## src/rtl/fault_capture.sv

```systemverilog
module fault_capture #(
  parameter int AW       = 32,
  parameter int ASI_W    = 8,
  parameter int BUS_W    = 8,
  parameter int TRAP_ASI = 9,
  parameter int QUIET_B  = 1
) (
  input  logic             clk,
  input  logic             rst_n,
  input  logic             flt_valid,
  input  logic [1:0]       flt_level,
  input  logic [2:0]       flt_acc,
  input  logic [2:0]       flt_kind,
  input  logic [BUS_W-1:0] flt_bus,
  input  logic [AW-1:0]    flt_addr,
  input  logic             flt_addr_ok,
  input  logic [ASI_W-1:0] flt_asi,
  input  logic [31:0]      ctl_reg,
  input  logic             rd_en,
  input  logic             rd_sel,
  output logic [31:0]      rd_data,
  output logic             trap
);
  localparam int FW  = BUS_W + 10;
  localparam int PAD = 32 - FW;

  logic [FW-1:0] fsr;
  logic [AW-1:0] far;
  logic          unread;

  wire st_read  = rd_en && !rd_sel;
  wire quiet    = ctl_reg[QUIET_B];
  wire asi_hit  = flt_asi == ASI_W'(TRAP_ASI);
  wire ow_next  = unread && !st_read;

  always_ff @(posedge clk) begin
    if (!rst_n) begin
      fsr    <= '0;
      far    <= '0;
      unread <= 1'b0;
      trap   <= 1'b0;
    end else begin
      trap <= flt_valid && (!quiet || asi_hit);
      if (flt_valid) begin
        fsr    <= {flt_bus, flt_level, flt_acc, flt_kind, flt_addr_ok, ow_next};
        far    <= flt_addr;
        unread <= 1'b1;
      end else if (st_read) begin
        fsr    <= '0;
        unread <= 1'b0;
      end
    end
  end

  wire [31:0] fsr_word = {{PAD{1'b0}}, fsr};
  wire [31:0] far_word = 32'(far);

  assign rd_data = rd_sel ? far_word : fsr_word;
endmodule

```

## config.mk

```make
export PLATFORM = sky130hd
export DESIGN_NAME = fault_capture
export DESIGN_NICKNAME = d
export VERILOG_FILES = /design/src/rtl/fault_capture.sv
export SDC_FILE = /design/constraint.sdc
export NUM_CORES = 1
export LEC_CHECK = 0
export BUFFER_PORTS_ARGS = -buffer_cell sky130_fd_sc_hd__clkbuf_2
export CAP_MARGIN = 15
export CORE_MARGIN = 2
export CORE_UTILIZATION = 25
export CTS_CLUSTER_DIAMETER = 100
export CTS_CLUSTER_SIZE = 25
export DETAILED_ROUTE_END_ITERATION = 8
export HOLD_SLACK_MARGIN = 0.02
export PLACE_DENSITY = 0.51
export SETUP_SLACK_MARGIN = 0.4
export SLEW_MARGIN = 40
export SYNTH_ARGS = -nofsm -noshare
export SYNTH_HDL_FRONTEND = slang
export SYNTH_SLANG_ARGS = --single-unit
export TNS_END_PERCENT = 100
```

## constraint.sdc

```tcl
create_clock -name clk -period 2.2 [get_ports clk]
set_input_delay 0.22 -clock clk [delete_from_list [all_inputs] [get_ports clk]]
set_output_delay 0.22 -clock clk [all_outputs]
set_load 0.02 [all_outputs]
```

==> out/results.tsv, run 1 <==
stage	metric	value	unit
detailed_routing	drc_errors	0	
pwr	power_density	685	nW/um^2
floorplan	io_pins	127	
detailed_routing	routed_wl	5140	microns
synth	seq_area_frac_synth	49.3	%
clocking	path_clk_slew	100	ps
sta	maxSlewViolCount	0	
placed_design	port_buffers	95	
detailed_routing	drt_iter0_drc	33	
sta	hold_viol_final	0	
sta	finalCriticalPeriod	1380	ps
synth	synth_nets	286	
synth	synth-simple-area-share	13.1	%
worst_setup_path	worstSetupEndpointType	primary output	
global_routing	grt_first_pass_wirelength	7990	microns
finish	layout-drive-gt1-share	45.1	%
pwr	p_clk_share	30.1	%
synth	synthAdderAreaFrac	0	%
synth	syn-cell-area	2110	sq um
worst_setup_path	timing.reg2reg.setup_slack	1570	ps
clocking	cts-root-buf	clkbuf_8	
clocking	clk_latency	300	ps
synth	synth.avg_cell_area	11.0	sq um
clocking	holdBufCountCts	0	
clocking	h-tree-depth	2	
pwr	p_comb_share	15.9	%
synth	synth_compound_area_share	7.64	%
synth	yosys-mux-area-fraction	25.2	%
detailed_routing	vias_per_cell	4.38	
global_routing	grt_use_total	11.4	%
worst_setup_path	worstPathArrival	1160	ps
worst_setup_path	crit_required	1980	ps
floorplan	die_y	95.9	microns
detailed_routing	wl_per_cell	13.1	microns
synth	yosys_warnings	0	
worst_setup_path	start_kind	primary input	
sta	rsz0062_at_grt	false	
global_routing	overflow	0	
global_routing	grt_pass1_vias	1693	
sta	slew_headroom	47.7	%
pwr	power_leakage	1.37	nW
clocking	clk_path_buf_depth	2	
finish	fin_nets	379	
finish	fill_cells	869	
pwr	vdd_ir_drop_max	0.000229	V
placed_design	place_congestion	0.597	
finish	final_common_cell	clkbuf_2	
finish	diodes	0	
worst_setup_path	crit_chain	clkbuf_2 -> buf_4 -> mux2_2 -> clkbuf_2	
clocking	post_cts_buffers	0	
floorplan	start_util	25.7	%
clocking	cts_made_buffers	5	
sta	tightest_slew	782	ps
global_routing	grt_start_max_net_pins	35	
worst_setup_path	worst_path_most_repeated_cell	clkbuf_2	
detailed_routing	ant_nets	0	
clocking	cts_resized	0	
finish	area_growth	30.3	%
synth	synth_xor_xnor_area_share	0	%
run	maxCapViolCount	0	
detailed_routing	vias	1711	
synth	synthDistinctLibCells	22	
pwr	swShare	26.0	%
worst_setup_path	crit_fanout	12	
global_routing	antenna_found_initial	0	
sta	fin_setup_tns	0	ps
synth	ys_ff_latch	52	
worst_hold_path	hold_class	in2reg	
floorplan	dieArea	9200	sq um
clocking	clkSinkCount	52	
worst_setup_path	crit_slowest_cell	mux2_2	
worst_setup_path	critPathMaxStageDelay	360	ps
pwr	power.internal	1.40	mW
pwr	p_sw	491	uW
finish	final_core_util	33.5	%
worst_setup_path	critical_path_class	in2out	
finish	final_cell_mix	clkbuf_2, dfxtp_1, mux2i_1, nor2_1, mux2_2	
clocking	cts_tree	built	
run_status	outcome	complete, no violations	
sta	skew	0.271	ps
sta	final-setup-viol-count	0	
floorplan	fp.coreArea	8220	sq um
sta	fin_crit_sh	62.6	%
detailed_routing	drt_pass1_iterations	4	
placed_design	dpl.hpwl	3630	microns
sta	fmax	0.726	GHz
synth	synth_top_family_by_area	multiplexers	
floorplan	rows	33	
pwr	power_frac_seq	54.0	%
floorplan	die_w	95.9	microns
synth	synthCells	192	
flip-flops by register name, indices dropped and copies added, names as in the netlist:
register,count
trap,1
far,32
fsr,18
unread,1
cell families after synthesis:
kind of cell	after synthesis
mux	51
simple gates	55
flops	52
buf+inv	15
compound gates	19
critical path, delay by kind of cell:
family,cells,cell delay (ps)
buf+inv,3,560
mux,1,360
metal layers:
layer	up-vias	global-route usage [%]	routed length, microns
met5	-	0	0
met2	64	19.1	2310
li1	844	-	-
met4	0	3.21	65
met3	7	3.68	395
met1	796	14.1	2360
cell usage after synthesis (all sizes together):
cell type  count  area share [%]
nand2b         1            0.30
a21oi          1            0.24
a21boi         1            0.36
dfxtp         52              49
buf           12             4.3
nor4           1            0.30
clkbuf         2            0.36
mux2i         33              16
nor3           2             1.0
mux2          18             9.6
nor2          33             5.9
and2          15             4.6
a22o          17             7.0
nor4bb         1            0.47
nor2b          1            0.41
nand2          1            0.18
inv            1            0.18
per-stage QoR:
stage                     power (mW)  instance area (sq um)  std cells  setup WS, ps  hold WS (ps)
after floorplan                 1.23                   2110        192          1000           311
after global placement          1.34                   2660        383           782           405
after detailed placement        1.35                   2660        383           768           409
after CTS                       1.93                   2750        391           790          65.2
after global routing            1.99                   2750        391           753          71.6
final                           1.89                   2750        391           823          77.4
power by group through the flow:
stage	registers (mW)	clock network [mW]	logic (mW)
finish	1.02	0.568	0.300
global route	1.03	0.635	0.333
CTS	1.02	0.602	0.308
detailed placement	1.04	0	0.306
global placement	1.04	0	0.304
floorplan	1.04	0	0.198
path summary, 6_finish.rpt:
check / to / depth (start not counted) / startpoint
setup reg to reg: fsr[0]$_SDFFE_PN0P_ / 2 / unread$_SDFFE_PN0P_
hold / removal: trap$_SDFF_PN0_ / 2 / ctl_reg[1]
setup / recovery: rd_data[4] / 4 / rd_sel
hold reg to reg: fsr[6]$_SDFFE_PN0P_ / 1 / fsr[6]$_SDFFE_PN0P_
final cells by class:
type | instances | area, sq um | area share, %
Timing Repair Buffer | 100 | 513 | 18.6
Multi-Input combinational cell | 125 | 971 | 35.3
Sequential cell | 52 | 1040 | 37.8
Clock inverter | 1 | 7.51 | 0.273
Inverter | 1 | 3.75 | 0.136
Clock buffer | 7 | 86.3 | 3.13
Tap cell | 105 | 131 | 4.77
No activity file was read; power rests on OpenSTA's default activity.
==> run 2: changes to the inputs <==
Clock period 2.2 ns to 1.4 ns, I/O delays scaled along.
==> out/results.tsv, run 2 (synthesis gave the netlist of run 1 again) <==
stage	metric	value	unit	change
placed_design	dpl.hpwl	3480	microns	was 3630 microns
sta	finalCriticalPeriod	1200	ps	
pwr	p_sw	820	uW	was 491 uW
pwr	p_comb_share	18.2	%	was 15.9%
worst_hold_path	hold_class	in2reg		unchanged
pwr	total_power	3.37	mW	was 1.89 mW
worst_setup_path	critical_path_class	in2out		unchanged
sta	fin_setup_tns	0	ps	unchanged
floorplan	die_y	95.9	microns	unchanged
pwr	p_clk_share	33.8	%	was 30.1%
floorplan	rows	33		unchanged
detailed_routing	drt_iter0_drc	8		was 33
detailed_routing	vias	1730		was 1711
sta	maxSlewViolCount	0		unchanged
clocking	clkSinkCount	52		unchanged
sta	layout_setup_ws	203	ps	was 823 ps
pwr	power_frac_seq	48.1	%	was 54.0%
global_routing	grt_use_total	11.9	%	was 11.4%
placed_design	place_congestion	0.662		was 0.597
clocking	clk_latency	300	ps	about the same
global_routing	grt_start_max_net_pins	36		was 35
global_routing	antenna_found_initial	1		was 0
worst_setup_path	timing.reg2reg.setup_slack	660	ps	was 1570 ps
sta	fin_crit_sh	85.5	%	
sta	whs	51.9	ps	was 77.4 ps
worst_setup_path	worstSetupEndpointType	primary output		unchanged
detailed_routing	drc_errors	0		unchanged
floorplan	dieArea	9200	sq um	unchanged
clocking	cts-root-buf	clkbuf_8		unchanged
finish	area_growth	53.0	%	was 30.3%
detailed_routing	drt_pass1_iterations	4		unchanged
finish	final_core_util	39.4	%	was 33.5%
run_status	outcome	complete, no violations		unchanged
pwr	power_leakage	1.56	nW	was 1.37 nW
clocking	h-tree-depth	2		unchanged
clocking	path_clk_slew	100	ps	about the same
finish	final_common_cell	clkbuf_2		unchanged
clocking	clk_path_buf_depth	2		unchanged
global_routing	overflow	0		unchanged
finish	reg_top3	far (32), fsr (18)		unchanged
clocking	cts_tree	built		unchanged
finish	top_register	far		unchanged
sta	final-setup-viol-count	0		unchanged
worst_setup_path	crit_required	1260	ps	was 1980 ps
sta	tightest_slew	375	ps	was 782 ps
floorplan	start_util	25.7	%	unchanged
floorplan	die_w	95.9	microns	unchanged
detailed_routing	ant_nets	0		unchanged
finish	layout-drive-gt1-share	63.4	%	was 45.1%
finish	final_cell_mix	clkbuf_2, dfxtp_2, mux2i_1, nor2_1		was clkbuf_2, dfxtp_1, mux2i_1, nor2_1, mux2_2
worst_setup_path	start_kind	primary input		unchanged
pwr	vdd_ir_drop_max	0.000481	V	was 0.000229 V
pwr	power.internal	2.55	mW	was 1.40 mW
sta	skew	0.479	ps	was 0.271 ps
global_routing	grt_pass1_vias	1745		was 1693
run	maxCapViolCount	0		unchanged
pwr	swShare	24.3	%	was 26.0%
sta	hold_viol_final	0		unchanged
detailed_routing	wl_per_cell	13.9	microns	was 13.1 microns
detailed_routing	routed_wl	5510	microns	was 5140 microns
floorplan	io_pins	127		unchanged
sta	fmax	0.835	GHz	
sta	slew_headroom	75.0	%	was 47.7%
detailed_routing	vias_per_cell	4.37		was 4.38
global_routing	grt_first_pass_wirelength	8230	microns	was 7990 microns
worst_setup_path	worstPathArrival	1060	ps	was 1160 ps
floorplan	fp.coreArea	8220	sq um	unchanged
clocking	cts_made_buffers	5		unchanged
finish	largest_register_ffs	32		unchanged
sta	rsz0062_at_grt	true		was false
placed_design	port_buffers	95		unchanged
finish	fin_nets	383		was 379
pwr	power_density	1040	nW/um^2	was 685 nW/um^2
placed_design	dp_slack	15.5	ps	was 768 ps
worst_setup_path	crit_fanout	22		was 12
## run 2: worst paths after layout
kind                        from                  end  cells past startpoint
min                  flt_addr_ok  fsr[1]$_SDFFE_PN0P_                      2
max                       rd_sel          rd_data[17]                      4
max reg2reg  fsr[4]$_SDFFE_PN0P_  fsr[4]$_SDFFE_PN0P_                      2
min reg2reg  fsr[6]$_SDFFE_PN0P_  fsr[6]$_SDFFE_PN0P_                      1
## run 2: critical path, stage by stage
cell and delay, ps:
clkbuf_2 140, buf_6 260, mux2_2 360, clkbuf_2 160
## run 2: area by class of cell
type	instances	area, sq um
antenna	1	2.50
clock buffer	7	96.3
clock inverter	1	30.0
fill	808	4980
inverter	1	3.75
multi-input combinational	125	1050
sequential	52	1090
tap	105	131
timing repair buffer	104	832
## run 2: routing by layer
layer / global-route usage (%) / up-vias / routed length, microns
met2: 19.6 / 68 / 2590
met4: 4.64 / 0 / 113
met5: 0 / - / 0
li1: - / 852 / -
met1: 14.6 / 801 / 2450
met3: 3.52 / 9 / 361
## run 2: power groups by stage
stage / Clock [mW] / Combinational, mW / Sequential (mW)
after global placement: 0 / 0.477 / 1.63
after CTS: 1.20 / 0.548 / 1.61
final: 1.14 / 0.612 / 1.62
after global routing: 1.23 / 0.661 / 1.63
after detailed placement: 0 / 0.482 / 1.64
after floorplan: 0 / 0.312 / 1.63
## run 2: through the flow
stage                     std cells  instance area (sq um)
after detailed placement        382                   2670
after global routing            396                   3230
after CTS                       395                   3050
after global placement          382                   2670
after floorplan                 192                   2120
final                           396                   3230
## run 2: timing repair
| item | CTS | global route |
|---|---|---|
| hold buffers | 1 | 0 |
| resized for setup | 66 | 92 |
| pin swaps | 1 | 0 |
| endpoints found under the hold margin | 1 | 0 |
| buffers inserted | 4 | 0 |
| endpoints found under the setup margin | 49 | 32 |
==> run 3: changes to the inputs <==
Settings changed: CORE_UTILIZATION 25 to 43, HOLD_SLACK_MARGIN 0.02 to default, PLACE_DENSITY 0.51 to 0.8.
==> out/results.tsv, run 3 (synthesis gave the netlist of run 1 again) <==
stage	metric	value	unit	change
worst_setup_path	crit_chain	mux2_2 -> buf_6		was clkbuf_2 -> buf_6 -> mux2_2 -> clkbuf_2
detailed_routing	drt_pass1_iterations	4		unchanged
sta	fmax	0.845	GHz	was 0.835 GHz
worst_setup_path	timing.reg2reg.setup_slack	540	ps	was 660 ps
detailed_routing	routed_wl	5510	microns	about the same
floorplan	dieArea	5490	sq um	was 9200 sq um
worst_setup_path	critPathMaxStageDelay	330	ps	was 360 ps
placed_design	dp.cells	347		was 382
finish	area_growth	51.6	%	was 53.0%
finish	final_cell_mix	clkbuf_2, dfxtp_2, mux2i_1, nor2_1, buf_8		was clkbuf_2, dfxtp_2, mux2i_1, nor2_1
finish	largest_register_ffs	32		unchanged
clocking	clk_latency	300	ps	about the same
worst_setup_path	start_kind	flop		was primary input
pwr	p_comb_share	19.2	%	was 18.2%
finish	fin_nets	389		was 383
finish	diodes	0		was 1
pwr	power_leakage	1.58	nW	was 1.56 nW
sta	maxSlewViolCount	0		unchanged
finish	fill_cells	383		was 808
finish	final_common_cell	clkbuf_2		unchanged
pwr	total_power	3.27	mW	was 3.37 mW
detailed_routing	wl_per_cell	15.2	microns	was 13.9 microns
placed_design	dpl.hpwl	3440	microns	was 3480 microns
sta	tightest_slew	368	ps	was 375 ps
placed_design	placement.cell_area	2630	sq um	was 2670 sq um
sta	fin_crit_sh	84.5	%	was 85.5%
worst_hold_path	min_to	trap$_SDFF_PN0_		was fsr[1]$_SDFFE_PN0P_
worst_setup_path	crit_slowest_cell	dfxtp_2		was mux2_2
pwr	swShare	25.0	%	was 24.3%
detailed_routing	vias_per_cell	4.92		was 4.37
clocking	clkSinkCount	52		unchanged
global_routing	grt_first_pass_wirelength	7820	microns	was 8230 microns
floorplan	start_util	44.7	%	was 25.7%
sta	fin_setup_tns	0	ps	unchanged
worst_setup_path	worstPathArrival	1040	ps	was 1060 ps
clocking	clk_path_buf_depth	2		unchanged
pwr	power_density	1020	nW/um^2	was 1040 nW/um^2
global_routing	grt_use_total	18.7	%	was 11.9%
finish	fin_area	3200	sq um	was 3230 sq um
clocking	h-tree-depth	2		unchanged
global_routing	grt_start_max_net_pins	35		was 36
floorplan	die_w	74.1	microns	was 95.9 microns
placed_design	place_congestion	0.698		was 0.662
worst_setup_path	reg2regPathDepth	4		was 2
worst_setup_path	crit_family	flip-flops		was buffers and inverters
finish	top_register	far		unchanged
worst_hold_path	min_path_cells	2		unchanged
clocking	holdBufCountCts	0		was 1
floorplan	io_pins	127		unchanged
detailed_routing	drt_iter0_drc	45		was 8
finish	reg_top3	far (32), fsr (18)		unchanged
worst_setup_path	crit_required	1260	ps	about the same
worst_setup_path	r2r-end	far[30]$_SDFFE_PN0P_		was fsr[4]$_SDFFE_PN0P_
detailed_routing	vias	1785		was 1730
worst_setup_path	crit_buf_inv	1		was 3
pwr	p_clk_share	31.4	%	was 33.8%
detailed_routing	ant_nets	0		unchanged
placed_design	dp_slack	66.3	ps	was 15.5 ps
sta	hold_viol_final	0		unchanged
sta	skew	0.894	ps	was 0.479 ps
worst_setup_path	crit_fanout	2		was 22
placed_design	port_buffers	95		unchanged
floorplan	die_y	74.1	microns	was 95.9 microns
pwr	p_sw	818	uW	was 820 uW
floorplan	rows	25		was 33
run_status	outcome	complete, no violations		unchanged
sta	whs	6.04	ps	was 51.9 ps
global_routing	antenna_found_initial	0		was 1
global_routing	overflow	0		unchanged
sta	finalCriticalPeriod	1180	ps	was 1200 ps
global_routing	grt_pass1_vias	1689		was 1745
worst_hold_path	hold_class	in2reg		unchanged
sta	slew_headroom	75.5	%	was 75.0%
finish	finalNonFillerCells	363		was 396
pwr	vdd_ir_drop_max	0.000682	V	was 0.000481 V
sta	layout_setup_ws	217	ps	was 203 ps
finish	final_core_util	67.8	%	was 39.4%
run	maxCapViolCount	0		unchanged
finish	layout-drive-gt1-share	64.9	%	was 63.4%
pwr	power.internal	2.46	mW	was 2.55 mW
worst_hold_path	min_from	ctl_reg[1]		was flt_addr_ok
clocking	cts-root-buf	clkbuf_8		unchanged
floorplan	fp.coreArea	4720	sq um	was 8220 sq um
clocking	cts_tree	built		unchanged
sta	rsz0062_at_grt	true		unchanged
worst_setup_path	worstSetupEndpointType	primary output		unchanged
worst_setup_path	r2r_start	far[30]$_SDFFE_PN0P_		was fsr[4]$_SDFFE_PN0P_
detailed_routing	drc_errors	0		unchanged
sta	final-setup-viol-count	0		unchanged
worst_setup_path	critical_path_class	reg2out		was in2out
clocking	cts_made_buffers	5		unchanged
clocking	path_clk_slew	100	ps	about the same
pwr	power_frac_seq	49.5	%	was 48.1%
[run 3: changes by cell type in the layout (fill, tap and decap cells not counted), sizes merged]
cell	change
buf	+7
clkbuf	-2
clkinv	+1
clkinvlp	+1
diode	-1
dlygate4sd3	-1
[run 3: how the worst max path moves through the flow]
stage | startpoint | slack (ps) | depth (start not counted) | end
global placement | rd_en | 110 | 4 | fsr[5]$_SDFFE_PN0P_
CTS | fsr[17]$_SDFFE_PN0P_ | 200 | 2 | rd_data[17]
detailed placement | rd_en | 70 | 4 | fsr[2]$_SDFFE_PN0P_
global route | far[0]$_SDFFE_PN0P_ | 190 | 2 | rd_data[0]
finish | fsr[17]$_SDFFE_PN0P_ | 220 | 2 | rd_data[17]
floorplan | rd_sel | 410 | 3 | rd_data[10]
[run 3: power by group through the flow]
| stage | Sequential, mW | Combinational [mW] | Clock (mW) |
|---|---|---|---|
| 5_1_grt | 1.63 | 0.668 | 1.08 |
| 4_1_cts | 1.61 | 0.552 | 1.04 |
| 2_1_floorplan | 1.63 | 0.312 | 0 |
| 3_3_place_gp | 1.63 | 0.469 | 0 |
| 6_report | 1.62 | 0.627 | 1.03 |
| 3_5_place_dp | 1.64 | 0.478 | 0 |
[run 3: cell type report]
class	instances	area, sq um	area share [%]
well taps	67	83.8	2.62
clock buffers	5	68.8	2.15
multi-input cells	125	1050	32.8
repair buffers	110	866	27.0
clock inverters	3	42.5	1.33
inverters	1	3.75	0.117
flip-flops and latches	52	1090	34.0
[run 3: what timing repair did]
item                                    4_1_cts  5_1_grt
buffers inserted                              5        3
endpoints found under the setup margin       40       32
pin swaps                                     1        0
gates resized for setup                      72       86
[run 3: routing by layer]
metal,track usage (%),part of all wire (%)
met1,21.8,41
met2,34.5,52
met3,3.66,5.2
met4,5.86,1.4
met5,0,0
